## config.mk

```make
export PLATFORM = sky130hd
export DESIGN_NAME = rsp_ring_writer
export DESIGN_NICKNAME = d
export VERILOG_FILES = /design/src/rtl/rspw_pkg.sv /design/src/rtl/rspw_ptr.sv /design/src/rtl/rspw_status.sv /design/src/rtl/rsp_ring_writer.sv
export SDC_FILE = /design/constraint.sdc
export NUM_CORES = 1
export LEC_CHECK = 0
export BUFFER_PORTS_ARGS = -buffer_cell sky130_fd_sc_hd__clkbuf_2
export CORE_MARGIN = 2
export CORE_UTILIZATION = 26
export CTS_CLUSTER_DIAMETER = 150
export CTS_CLUSTER_SIZE = 16
export DETAILED_ROUTE_END_ITERATION = 16
export SETUP_SLACK_MARGIN = 0.02
export SYNTH_ARGS = -nofsm -noshare
export SYNTH_HDL_FRONTEND = slang
export SYNTH_SLANG_ARGS = --single-unit
export TNS_END_PERCENT = 50
```

## constraint.sdc

```tcl
create_clock -name clk -period 3.2 [get_ports clk]
set_clock_uncertainty 0.15 [all_clocks]
set_input_delay 0.64 -clock clk [delete_from_list [all_inputs] [get_ports clk]]
set_output_delay 0.64 -clock clk [all_outputs]
set_load 0.01 [all_outputs]
```

## src/rtl/rspw_pkg.sv

```systemverilog
package rspw_pkg;
  localparam int CAD_W         = 4;
  localparam int CTRL_IRQ_EN   = 0;
  localparam int CTRL_RING_EN  = 1;
  localparam int CTRL_OVR_EN   = 2;
  localparam int STS_IRQ       = 0;
  localparam int STS_OVR       = 2;
  localparam int IMM_BUSY      = 0;
  localparam int IMM_VALID     = 1;
  localparam int WP_RST_BIT    = 15;
  localparam int EXT_UNSOL_BIT = 4;

  typedef enum logic [2:0] {
    RA_BASE = 3'd0, RA_WPTR = 3'd1, RA_ICNT = 3'd2, RA_CTRL = 3'd3,
    RA_STAT = 3'd4, RA_IMMS = 3'd5, RA_IMMR = 3'd6, RA_NONE = 3'd7
  } reg_sel_e;

  typedef enum logic [1:0] { WS_IDLE, WS_LO, WS_HI } wr_state_e;

  // Extended entry word: codec address low, unsolicited tag at bit 4.
  function automatic logic [31:0] ext_word(input logic [CAD_W-1:0] cad, input logic unsol);
    logic [31:0] w;
    w = '0;
    w[CAD_W-1:0] = cad;
    w[EXT_UNSOL_BIT] = unsol;
    return w;
  endfunction
endpackage

```

## src/rtl/rspw_ptr.sv

```systemverilog
module rspw_ptr #(
  parameter int PTR_W = 8,
  parameter int CNT_W = 8
) (
  input  logic             clk,
  input  logic             rst_n,
  input  logic             wp_clr,
  input  logic             advance,
  input  logic             cnt_clr,
  input  logic [CNT_W-1:0] icnt,
  output logic [PTR_W-1:0] wp,
  output logic [PTR_W-1:0] wp_nxt,
  output logic [CNT_W-1:0] cnt_after,
  output logic             reached
);
  localparam logic [CNT_W-1:0] CNT_MAX = '1;

  logic [CNT_W-1:0] cnt_q;
  logic             cnt_inc;

  assign wp_nxt    = wp + 1'b1;
  assign reached   = (icnt != '0) && (cnt_q == icnt);
  assign cnt_inc   = advance && !reached && (cnt_q != CNT_MAX);
  assign cnt_after = cnt_q + 1'b1;

  always_ff @(posedge clk or negedge rst_n) begin
    if (!rst_n) begin
      wp    <= '0;
      cnt_q <= '0;
    end else begin
      if (wp_clr)       wp <= '0;
      else if (advance) wp <= wp_nxt;
      cnt_q <= (cnt_clr ? '0 : cnt_q) + CNT_W'(cnt_inc);
    end
  end

  p_wp_clear_r11: assert property (@(posedge clk) disable iff (!rst_n)
    wp_clr |=> wp == '0);
  p_wp_step_r4: assert property (@(posedge clk) disable iff (!rst_n)
    advance && !wp_clr |=> wp == PTR_W'($past(wp) + 1'b1));
  p_cnt_clear_r10: assert property (@(posedge clk) disable iff (!rst_n)
    cnt_clr && !advance |=> cnt_q == '0);
endmodule

```

## src/rtl/rspw_status.sv

```systemverilog
module rspw_status (
  input  logic clk,
  input  logic rst_n,
  input  logic set_irq,
  input  logic set_ovr,
  input  logic clr_irq,
  input  logic clr_ovr,
  output logic sts_irq,
  output logic sts_ovr,
  output logic irq_cleared
);
  assign irq_cleared = sts_irq && clr_irq && !set_irq;

  always_ff @(posedge clk or negedge rst_n) begin
    if (!rst_n) begin
      sts_irq <= 1'b0;
      sts_ovr <= 1'b0;
    end else begin
      if (set_irq)      sts_irq <= 1'b1;
      else if (clr_irq) sts_irq <= 1'b0;
      if (set_ovr)      sts_ovr <= 1'b1;
      else if (clr_ovr) sts_ovr <= 1'b0;
    end
  end

  p_irq_sticky_r7: assert property (@(posedge clk) disable iff (!rst_n)
    sts_irq && !clr_irq |=> sts_irq);
  p_ovr_sticky_r12: assert property (@(posedge clk) disable iff (!rst_n)
    sts_ovr && !clr_ovr |=> sts_ovr);
  p_irq_w1c_r10: assert property (@(posedge clk) disable iff (!rst_n)
    clr_irq && !set_irq |=> !sts_irq);
endmodule

```

## src/rtl/rsp_ring_writer.sv

```systemverilog
module rsp_ring_writer import rspw_pkg::*; #(
  parameter int ADDR_W = 32,
  parameter int PTR_W  = 8,
  parameter int CNT_W  = 8
) (
  input  logic              clk,
  input  logic              rst_n,
  input  logic              rsp_valid,
  output logic              rsp_ready,
  input  logic [31:0]       rsp_data,
  input  logic              rsp_unsol,
  input  logic [CAD_W-1:0]  rsp_cad,
  input  logic              corb_empty,
  output logic              mem_wr_valid,
  input  logic              mem_wr_ready,
  output logic [ADDR_W-1:0] mem_wr_addr,
  output logic [31:0]       mem_wr_data,
  input  logic              mem_wr_err,
  input  logic              reg_wr,
  input  logic [2:0]        reg_addr,
  input  logic [31:0]       reg_wdata,
  output logic [31:0]       reg_rdata,
  output logic              cnt_reached,
  output logic              sts_irq,
  output logic              sts_ovr
);
  localparam int ENTRY_SHIFT = 3;

  function automatic logic [ADDR_W-1:0] slot_addr(input logic [ADDR_W-1:0] b,
                                                  input logic [PTR_W-1:0]  p,
                                                  input logic              hi);
    return b + (ADDR_W'(p) << ENTRY_SHIFT) + (hi ? ADDR_W'(4) : '0);
  endfunction

  // software registers
  logic [ADDR_W-1:0] base_q;
  logic [CNT_W-1:0]  icnt_q;
  logic [2:0]        ctrl_q;
  logic              imm_busy, imm_valid;
  logic [CAD_W-1:0]  imm_cad;
  logic [31:0]       imm_rsp;

  // entry staging
  wr_state_e   state_q;
  logic [31:0] rsp_q, ext_q;
  logic        err_q;

  // named events
  logic rsp_fire, take_imm, take_drop, take_mem, mem_fire, commit, wfail;
  logic stored, ovr_evt, irq_evt, wp_clr, cnt_clr;
  logic wr_base, wr_wptr, wr_icnt, wr_ctrl, wr_stat, wr_imms;
  logic [PTR_W-1:0] wp, wp_nxt;
  logic [CNT_W-1:0] cnt_after;
  reg_sel_e sel;

  assign sel     = reg_sel_e'(reg_addr);
  assign wr_base = reg_wr && sel == RA_BASE;
  assign wr_wptr = reg_wr && sel == RA_WPTR;
  assign wr_icnt = reg_wr && sel == RA_ICNT;
  assign wr_ctrl = reg_wr && sel == RA_CTRL;
  assign wr_stat = reg_wr && sel == RA_STAT;
  assign wr_imms = reg_wr && sel == RA_IMMS;

  assign rsp_ready = (state_q == WS_IDLE);
  assign rsp_fire  = rsp_valid && rsp_ready;
  assign take_imm  = rsp_fire && imm_busy;
  assign take_drop = rsp_fire && !imm_busy && !ctrl_q[CTRL_RING_EN];
  assign take_mem  = rsp_fire && !imm_busy && ctrl_q[CTRL_RING_EN];

  assign mem_wr_valid = (state_q != WS_IDLE);
  assign mem_fire     = mem_wr_valid && mem_wr_ready;
  assign mem_wr_addr  = slot_addr(base_q, wp_nxt, state_q == WS_HI);
  assign mem_wr_data  = (state_q == WS_HI) ? ext_q : rsp_q;

  assign commit  = (state_q == WS_HI) && mem_fire;
  assign wfail   = err_q || mem_wr_err;
  assign stored  = commit && !wfail;
  assign ovr_evt = commit && wfail && ctrl_q[CTRL_OVR_EN];
  assign irq_evt = stored && ctrl_q[CTRL_IRQ_EN] &&
                   (((icnt_q != '0) && (cnt_after == icnt_q)) || corb_empty);
  assign wp_clr  = wr_wptr && reg_wdata[WP_RST_BIT];

  rspw_ptr #(.PTR_W(PTR_W), .CNT_W(CNT_W)) u_ptr (
    .clk(clk), .rst_n(rst_n), .wp_clr(wp_clr), .advance(stored),
    .cnt_clr(cnt_clr), .icnt(icnt_q), .wp(wp), .wp_nxt(wp_nxt),
    .cnt_after(cnt_after), .reached(cnt_reached)
  );

  rspw_status u_status (
    .clk(clk), .rst_n(rst_n), .set_irq(irq_evt), .set_ovr(ovr_evt),
    .clr_irq(wr_stat && reg_wdata[STS_IRQ]), .clr_ovr(wr_stat && reg_wdata[STS_OVR]),
    .sts_irq(sts_irq), .sts_ovr(sts_ovr), .irq_cleared(cnt_clr)
  );

  always_ff @(posedge clk or negedge rst_n) begin
    if (!rst_n) begin
      state_q <= WS_IDLE;
      rsp_q   <= '0;
      ext_q   <= '0;
      err_q   <= 1'b0;
    end else begin
      case (state_q)
        WS_IDLE: if (take_mem) begin
          state_q <= WS_LO;
          rsp_q   <= rsp_data;
          ext_q   <= ext_word(rsp_cad, rsp_unsol);
          err_q   <= 1'b0;
        end
        WS_LO: if (mem_fire) begin
          state_q <= WS_HI;
          err_q   <= mem_wr_err;
        end
        WS_HI: if (mem_fire) state_q <= WS_IDLE;
        default: state_q <= WS_IDLE;
      endcase
    end
  end

  always_ff @(posedge clk or negedge rst_n) begin
    if (!rst_n) begin
      base_q <= '0;
      icnt_q <= '0;
      ctrl_q <= '0;
    end else begin
      if (wr_base) base_q <= {reg_wdata[ADDR_W-1:ENTRY_SHIFT], {ENTRY_SHIFT{1'b0}}};
      if (wr_icnt) icnt_q <= reg_wdata[CNT_W-1:0];
      if (wr_ctrl) ctrl_q <= reg_wdata[2:0];
    end
  end

  always_ff @(posedge clk or negedge rst_n) begin
    if (!rst_n) begin
      imm_busy  <= 1'b0;
      imm_valid <= 1'b0;
      imm_cad   <= '0;
      imm_rsp   <= '0;
    end else if (take_imm) begin
      imm_busy  <= 1'b0;
      imm_valid <= 1'b1;
      imm_cad   <= rsp_cad;
      imm_rsp   <= rsp_data;
    end else if (wr_imms) begin
      if (reg_wdata[IMM_BUSY])  imm_busy  <= 1'b1;
      if (reg_wdata[IMM_VALID]) imm_valid <= 1'b0;
    end
  end

  always_comb begin
    reg_rdata = '0;
    case (sel)
      RA_BASE: reg_rdata = 32'(base_q);
      RA_WPTR: reg_rdata = 32'(wp);
      RA_ICNT: reg_rdata = 32'(icnt_q);
      RA_CTRL: reg_rdata = 32'(ctrl_q);
      RA_STAT: begin
        reg_rdata[STS_IRQ] = sts_irq;
        reg_rdata[STS_OVR] = sts_ovr;
      end
      RA_IMMS: begin
        reg_rdata[IMM_BUSY]  = imm_busy;
        reg_rdata[IMM_VALID] = imm_valid;
        reg_rdata[4 +: CAD_W] = imm_cad;
      end
      RA_IMMR: reg_rdata = imm_rsp;
      default: reg_rdata = '0;
    endcase
  end

  p_hold_r13: assert property (@(posedge clk) disable iff (!rst_n)
    mem_wr_valid && !mem_wr_ready && !wp_clr |=>
      mem_wr_valid && $stable(mem_wr_addr) && $stable(mem_wr_data));
  p_start_r4: assert property (@(posedge clk) disable iff (!rst_n)
    take_mem |=> mem_wr_valid && !rsp_ready);
  p_drop_r3: assert property (@(posedge clk) disable iff (!rst_n)
    take_drop |=> !mem_wr_valid && $stable(wp));
  p_imm_r2: assert property (@(posedge clk) disable iff (!rst_n)
    take_imm |=> imm_valid && !imm_busy && !mem_wr_valid && imm_cad == $past(rsp_cad));
  p_irq_off_r9: assert property (@(posedge clk) disable iff (!rst_n)
    !ctrl_q[CTRL_IRQ_EN] && !sts_irq |=> !sts_irq);
  p_reached_level_r10: assert property (@(posedge clk) disable iff (!rst_n)
    cnt_reached && !cnt_clr && !wr_icnt |=> cnt_reached);
  p_unused_err_r6: assert property (@(posedge clk) disable iff (!rst_n)
    commit && wfail |=> $stable(wp));
endmodule

```

== Word level (Yosys, flattened, before mapping) ==
Cells that the tools add are included.

* Register bits after elaboration: 136
* Latch bits: 0
* Memory bits (writable): 0
* Memory bits (read-only): 0
* Bits of input ports: 79
* Output and inout bits: 101
* Word-level logic and storage cells: 110
* Memories kept: 0

* Add/subtract/negate cells: 5
* Multipliers: 0
* Divide/modulo/power cells: 0
* Order comparisons: 0
* Equality and inequality tests: 14
* Shifts and indexed selects: 0
* Mux-type cells: 28
* Bitwise logic cells: 0
* Reductions and logical operators: 48

{| class="wikitable"
|+ Operator list
! cell !! number
|-
| $pmux W24 S2 || 1
|-
| $add A32 B11 Y32 || 1
|-
| $add A32 B3 Y32 || 1
|-
| $mux W32 || 1
|-
| $logic_and A1 B1 Y1 || 26
|-
| $mux W8 || 3
|-
| $pmux W4 S5 || 1
|-
| $add A8 B1 Y8 const B || 2
|-
| $eq A8 B8 Y1 || 2
|-
| $reduce_bool A2 Y1 || 8
|-
| $mux W1 || 12
|-
| $pmux W1 S5 || 2
|-
| $eq A3 B3 Y1 const B || 3
|-
| $add A8 B1 Y8 || 1
|-
| $ne A8 B8 Y1 const B || 1
|-
| $reduce_bool A8 Y1 || 1
|-
| $eq A3 B2 Y1 const B || 2
|-
| $mux W2 || 3
|-
| $pmux W1 S6 || 1
|-
| $pmux W2 S3 || 1
|-
| $reduce_and A2 Y1 || 3
|-
| $reduce_and A3 Y1 || 2
|-
| $logic_not A1 Y1 || 4
|-
| $ne A2 B2 Y1 const B || 2
|-
| other kinds (10) || 11
|}

== Logic depth before layout (Yosys ltp) ==
Gate-level depths: netlist of run 1.

* Word-level depth: 10
* Depth in mapped cells: 12
* Gate-level depth less buffers: 11

== Cells and area by module ==
A second synthesis of run 1 with hierarchy kept.

* Cells, all modules: 656
* Area total of the unflattened synthesis: 7,394.6 µm²

{| class="wikitable"
|+ Modules (own cells, without submodules)
! module !! instances !! cells each !! area each (µm²) !! sequential area each (µm²)
|-
| rsp_ring_writer || 1 || 530 || 6,209.7 || 2,952.8
|-
| rspw_ptr || 1 || 119 || 1,098.6 || 400.4
|-
| rspw_status || 1 || 7 || 86.3 || 50.0
|}

== Least setup slack after synthesis of run 1 ==
OpenSTA, ideal clock, no wires.

* Path type: register to output
* Start: register u_ptr.wp[0]
* End: output mem_wr_addr[23]
* Arrival: 2.511 ns
* Data required time: 2.410 ns
* Slack: -0.101 ns
* Cell stages (with the launch flop): 12
* Path buffers: 1
* Cells stage by stage: dfrtp_1 ha_1 and3_1 xor2_1 ha_1 nand2_1 o21ai_0 a211oi_1 o21bai_1 clkbuf_1 nand4_1 xnor2_1

* Word-level cells in the longest chain between the ends: 3

{| class="wikitable"
|+ Ends and longest elaborated chain
! element !! line !! RTL
|-
| from (decl) || rspw_ptr.sv:11 || <nowiki>output logic [PTR_W-1:0] wp,</nowiki>
|-
| from (signal assigned) || rspw_ptr.sv:32 || <nowiki>else if (advance) wp <= wp_nxt;</nowiki>
|-
| $add A8 B1 Y8 || rspw_ptr.sv:21 || <nowiki>assign wp_nxt = wp + 1'b1;</nowiki>
|-
| $add A32 B11 Y32 || rsp_ring_writer.sv:32 || <nowiki>return b + (ADDR_W'(p) << ENTRY_SHIFT) + (hi ? ADDR_W'(4) : '0);</nowiki>
|-
| $add A32 B3 Y32 || rsp_ring_writer.sv:32 ||
|-
| to (decl) || rsp_ring_writer.sv:16 || <nowiki>output logic [ADDR_W-1:0] mem_wr_addr,</nowiki>
|}

No other way between the ends.

== Final worst setup path of run 1 ==
* Start: register u_ptr.wp[0]
* End: output mem_wr_addr[30]

The elaborated chain is that of the path after synthesis.

==> results of run 1 <==
## cells in the final DEF (no fill, tap or decap), types with 7 or more instances in the layout
cell type,count
a22o_1,25
and2_1,29
and3_1,9
buf_2,20
buf_4,46
clkbuf_16,17
clkbuf_2,156
dfrtp_1,136
ha_1,9
mux2_2,116
mux2i_1,7
nand2_1,38
nand3_1,15
nand4_1,8
nor2_1,27
o21ai_0,14
xnor2_1,21
xnor2_2,13
xor2_1,19
## worst min path at each step
| stage | start | endpoint |
|---|---|---|
| CTS | rst_n | u_ptr.cnt_q[2] |
| floorplan | rst_n | base_q[10] |
| global route | rst_n | u_ptr.cnt_q[2] |
| global placement | imm_valid | imm_valid |
| detailed placement | imm_valid | imm_valid |
| finish | rst_n | u_ptr.cnt_q[2] |
## cell type report
class,instances,share of cell area
Antenna cell,1,0.000256
Clock buffer,19,0.0464
Clock inverter,12,0.0217
Inverter,6,0.00231
Multi-Input combinational cell,450,0.401
Sequential cell,136,0.349
Tap cell,341,0.0437
Timing Repair Buffer,229,0.136
## stage by stage
stage | std cells | area (sq um)
finish | 1194 | 9760
global route | 1193 | 9760
CTS | 1193 | 9560
detailed placement | 1158 | 8720
global placement | 1158 | 8720
floorplan | 628 | 7170
## registers in the layout (all words and copies together) (netlist names), 2 cells and up
signal       count
imm_rsp         32
rsp_q           32
base_q          29
icnt_q           8
u_ptr.cnt_q      8
u_ptr.wp         8
ext_q            5
imm_cad          4
ctrl_q           3
state_q          2
## report_power, final
group | total [uW] | leakage [uW] | switching (uW) | internal [uW]
Clock | 2270 | 0.000325 | 829 | 1440
Combinational | 2800 | 0.00261 | 1340 | 1460
Sequential | 2840 | 0.00166 | 471 | 2370
Total | 7910 | 0.00459 | 2640 | 5270
## layer usage
layer  vias to the layer above  wire [microns]
met5                         -               0
met4                         0             412
met3                        23            1640
met2                       176           10100
met1                      2864            9540
li1                       2659               -
## worst max-delay path: stages (launching register included)
cell	delay, ns
dfrtp_1	0.40
ha_2	0.19
and3_4	0.20
xor2_2	0.16
ha_4	0.31
a21oi_2	0.08
buf_4	0.15
o211a_4	0.16
nor3b_4	0.20
buf_6	0.16
nand3_1	0.10
xnor2_1	0.18
clkbuf_2	0.16
## kinds of logic (layout without fill, tap and decap cells)
kind of cell,Yosys count,in the layout,synth area share
compound gates,79,79,0.0795
xor+xnor,56,56,0.0685
fa+ha+maj,13,13,0.0238
buf+inv,42,266,0.0278
flops,136,136,0.475
mux,123,123,0.192
other cells,1,3,0.000524
simple gates,177,177,0.133
## what timing repair did
item / in CTS / in global routing
gates resized for setup: 34 / 53
pin swaps: 11 / 25
endpoints found under the hold margin: 0 / 0
buffers inserted: 3 / 1
endpoints found under the setup margin: 26 / 27
gates cloned: 1 / 0
==> results.md, run 1 <==
* R2r endpoint: u_ptr.cnt_q[6]
* Synth cell types at 59
* Total Routing Usage GR at 0.153
* Post-synth top cells: 136 x dfrtp_1, 116 x mux2_2, 41 x nand2_1, 34 x xnor2_1, 29 x and2_1
* GRT Max-Usage Layer: met2
* FFs w/ async S/R, synth at 1.00
* Vias per cell at 4.79
* R2r setup slk at 0.19 ns
* Vias in the first global route at 5,922
* Number of enable flip-flop cells after synthesis at 0
* Nature of the critical path endpoint: primary output
* RSZ-0062 raised after global routing: true
* Kind of critical path: flop to primary output
* Area leader, netlist: dfrtp_1
* Post-layout net count at 932
* LEAKAGE at 0.00459 uW
* Worst setup SP type: flop
* Die area at 28,900 sq um
* Clock buffer count from CTS at 17
* Final setup viols at 24
* H-tree depth reported by CTS at 4
* CP max FO at 5
* Port buffer count at 177
* Pin count of the biggest net entering global routing at 62
* Worst slew margin at 0.579
* Power Total at 7910 uW
* Synthesized area per cell at 11.4 sq um
* Chip height at 170 microns
* Longest Clk Path Bufs at 2
* Final WL at 21,700 microns
* Ys Warns at 0
* Met1 Track Usage GR at 0.196
* Width of the die at 170 microns
* Pwr dens at 810 nW/um^2
* Final Hold Fails at 0
* CTS tree: done
* GRT met3 Usage at 0.0516
* CP Capture Point: mem_wr_addr[30]
* Syn Std Cell Area at 7160 sq um
* Final Critical Period at 3.65 ns
* Main flop type after synthesis: dfrtp_1
* Fmax at 274 MHz
* Boundary pin count at 180
* Congestion Overflow GR at 0
* Area contributors post-synth: dfrtp_1 48%, mux2_2 18%, xnor2_1 4.2%
* TritonRoute pass-1 iters at 4
* Routed len/inst at 18.1 microns
* Global-route wire length before repair at 33,700 microns
* Reg area at 3400 sq um
* CTS Hold Bufs at 0
* DRC viols at 0
* Failing checks: negative setup slack
* Worst setup margin at -0.454 ns
* Via count at 5,722
* Final ANT Viol Nets at 0
* Worst Path Required at 2.41 ns
* Util after Layout at 0.361
* Slew Limit Fails at 0
* Core footprint at 27,000 sq um
* Worst Hold Class: input port to asynchronous set/reset pin
* Initial antenna violation count at 1
* Initial DRC count at 281
* Layout cell share with drive strength beyond 1 at 0.513
* Post-synthesis sequential area ratio at 0.475
* Max VDD drop at 0.000344 V
* Area grow syn2layout at 36.3%
* Row count at 60
* Max-cap check violation count at 0
* DP Worst Slack at -0.384 ns
* FILL cells at 2,720
* Multi-input logic area at 3910 sq um
* DP Wirelength at 15,900 microns
* Root buffer cell: clkbuf_16
* Clk_lat worst skew at 0.43 ns
* FF-to-FF Start: icnt_q[6]
* Clock sinks at 136
* Setup TNS at -8.22 ns
* Initial Util at 0.265
* Top-count cell post-synth: dfrtp_1
* RePlAce Congestion at 0.830
* Worst-margin pin slew at 0.632 ns
* Worst setup startpoint: u_ptr.wp[0]
* Final period util at 1.14
* Clock-pin slew on the worst setup and hold paths at 0.06 ns
* Top-area cell type share of the netlist area at 0.475
* Mapped Cells at 627
* Register bit total from synthesis at 136
* GRT met2 Usage at 0.243
* Final hold slack at 0.0349 ns
* Worst Reg2Reg Path Length in Cells at 10
* CP arrival at 2.86 ns
* Status: complete, but fails checks
(Power assumes the default switching activity.)
==> run 2: changes to the inputs <==
--- a/config.mk
+++ b/config.mk
@@ -7,10 +7,11 @@
 export LEC_CHECK = 0
 export BUFFER_PORTS_ARGS = -buffer_cell sky130_fd_sc_hd__clkbuf_2
 export CORE_MARGIN = 2
-export CORE_UTILIZATION = 26
+export CORE_UTILIZATION = 31
 export CTS_CLUSTER_DIAMETER = 150
 export CTS_CLUSTER_SIZE = 16
 export DETAILED_ROUTE_END_ITERATION = 16
+export RECOVER_POWER = 100
 export SETUP_SLACK_MARGIN = 0.02
 export SYNTH_ARGS = -nofsm -noshare
 export SYNTH_HDL_FRONTEND = slang
==> results.md, run 2 (synthesis results as in run 1) <==
* CP max FO at 3 (-2)
* Initial DRC count at 290 (+3.2%)
* Final Cell Area at 9450 sq um (-3.2%)
* FF-to-FF Start: u_ptr.cnt_q[1]
* Layout cell share with drive strength beyond 1 at 0.472 (-0.0414)
* Cell Area, Placed at 8660 sq um (-0.69%)
* Initial Util at 0.316 (+0.0513)
* Final Hold Fails at 0 (unchanged)
* Worst-margin pin slew at 1.52 ns (+0.887 ns)
* R2r setup slk at 0.08 ns (-0.11 ns)
* R2r endpoint: u_ptr.cnt_q[6]
* CP arrival at 2.87 ns (about the same)
* Pin count of the biggest net entering global routing at 95 (+53%)
* Clock buffer count from CTS at 17 (unchanged)
* Crit-path slowest cell: dfrtp_1
* Core footprint at 22,600 sq um (-16%)
* Clock sinks at 136 (unchanged)
* Final period util at 1.14 (about the same)
* Worst setup SP type: flop
* Commonest non-fill, non-tap cells in the layout: 140 x clkbuf_2, 136 x dfrtp_1, 116 x mux2_2
* Port buffer count at 177 (unchanged)
* Slew Limit Fails at 34 (+34)
* Routed len/inst at 18.2 microns (+0.46%)
* Kind of critical path: flop to primary output
* RePlAce Congestion at 0.849 (+2.3%)
* DP Worst Slack at -0.158 ns (+0.226 ns)
* LEAKAGE at 0.00440 uW (-4.2%)
* Power Total at 7460 uW (-5.7%)
* FILL cells at 2,212 (-19%)
* Final WL at 20,900 microns (-3.6%)
* Root buffer cell: clkbuf_16
* DP Wirelength at 15,200 microns (-4.3%)
* Post-layout net count at 941 (+0.97%)
* Nature of the critical path endpoint: primary output
* Multi-input logic area at 3770 sq um (-3.6%)
* TritonRoute pass-1 iters at 4 (unchanged)
* Die area at 24,300 sq um (-16%)
* Worst Path Required at 2.41 ns (about the same)
* Fmax at 273 MHz (about the same)
* Width of the die at 156 microns (-8.2%)
* Vias in the first global route at 5,915 (-0.12%)
* Clock-pin slew on the worst setup and hold paths at 0.07 ns (about the same)
* Hold Path Stages at 2
* Via count at 5,688 (-0.59%)
* N_diodes at 0 (-1)
* Boundary pin count at 180 (unchanged)
* Failing checks: max-capacitance violations, max-slew violations, negative setup slack
* Worst stage delay on the critical path at 0.39 ns (about the same)
* Hold Path Sink: base_q[25]
* Worst Reg2Reg Path Length in Cells at 10 (unchanged)
* Worst path cell trace: ha_2, and3_4, xor2_1, ha_1, a21oi_2, buf_4, o211a_4, nor3b_4, buf_4, nand4_1, xnor2_1, buf_2
* Final setup viols at 79 (+230%)
* CTS tree: done
* RSZ-0062 raised after global routing: true
* Hold Path Origin: reg_wdata[25]
* Longest Clk Path Bufs at 2 (unchanged)
* Chip height at 156 microns (-8.2%)
* Global-route wire length before repair at 33,200 microns (-1.5%)
* Most frequent CP cell: buf_4
* Most common cell after layout, fill and taps aside: clkbuf_2
* Total Routing Usage GR at 0.177 (+0.0237)
* Final Critical Period at 3.66 ns (+0.00238 ns)
* Worst Hold Class: input port to flop
* Congestion Overflow GR at 0 (unchanged)
* DRC viols at 0 (unchanged)
* Largest regs: imm_rsp x32, rsp_q x32, base_q x29
* Row count at 55 (-8.3%)
* Pwr dens at 789 nW/um^2 (-2.6%)
* Clk_lat worst skew at 0.41 ns (-0.02 ns)
* Worst slew margin at -0.0125 (-0.591)
* Status: complete, but fails checks
* Reg area at 3400 sq um (unchanged)
* Max-cap check violation count at 1 (+1)
* Max VDD drop at 0.000414 V (+20%)
* Final ANT Viol Nets at 0 (unchanged)
* Final hold slack at 0.290 ns (+0.255 ns)
* Util after Layout at 0.417 (+0.0563)
* Initial antenna violation count at 1 (unchanged)
* H-tree depth reported by CTS at 4 (unchanged)
* Worst setup margin at -0.457 ns (-0.00238 ns)
* Vias per cell at 4.96 (+3.6%)
* Area grow syn2layout at 32.0%
[run 2: cell types whose count changed in the layout (fill, tap and decap cells not counted), moves of 3 or more]
cell,delta
bufinv_16,-4
clkbuf_1,+24
clkbuf_2,-16
nand2_4,-3
xnor2_1,+6
xnor2_2,-6
[run 2: report_power, final]
| part | internal, uW | switching [uW] | leakage, uW |
|---|---|---|---|
| Clock | 1090 | 822 | 0.000275 |
| Combinational | 1410 | 1300 | 0.00247 |
| Sequential | 2370 | 467 | 0.00166 |
| Total | 4860 | 2590 | 0.00440 |
[run 2: worst max path at each step]
| stage | start | end |
|---|---|---|
| 3_3_place_gp | u_ptr.wp[0] | mem_wr_addr[23] |
| 3_5_place_dp | u_ptr.wp[0] | mem_wr_addr[23] |
| 4_1_cts | u_ptr.wp[0] | mem_wr_addr[23] |
| 2_1_floorplan | u_ptr.wp[0] | mem_wr_addr[16] |
| 5_1_grt | u_ptr.wp[0] | mem_wr_addr[24] |
| 6_report | u_ptr.wp[1] | mem_wr_addr[24] |
[run 2: metal layers]
layer / vias up / track usage / part of all wire
li1: 2676 / - / -
met3: 18 / 0.0669 / 0.080
met4: 2 / 0.0415 / 0.012
met5: - / 0 / 0.00053
met1: 2803 / 0.225 / 0.43
met2: 189 / 0.286 / 0.48
[run 2: what timing repair did]
action	CTS	global route
cloned	1	0
endpoints found under the hold margin	7	0
endpoints found under the setup margin	25	26
buffers inserted	3	5
pin swaps	14	12
gates resized for setup	23	47
hold buffers	1	0
[run 2: area by class of cell]
class | count | share of cell area
Clock buffer | 17 | 0.0450
Tap cell | 285 | 0.0377
Timing Repair Buffer | 238 | 0.141
Inverter | 6 | 0.00238
Multi-Input combinational cell | 450 | 0.399
Clock inverter | 14 | 0.0147
Sequential cell | 136 | 0.360
[run 2: through the flow]
step	std cells	setup TNS, ns
floorplan	628	0
global placement	1105	-0.944
detailed placement	1105	-1.90
CTS	1141	-9.60
global route	1146	-29.13
finish	1146	-14.51
[run 2: worst max-delay path: cells and delay by family (launching register included)]
family	cells	cell delay, ns
compound gates	2	0.24
xor+xnor	2	0.34
fa+ha+maj	2	0.54
buf+inv	3	0.44
flops	1	0.39
simple gates	3	0.50
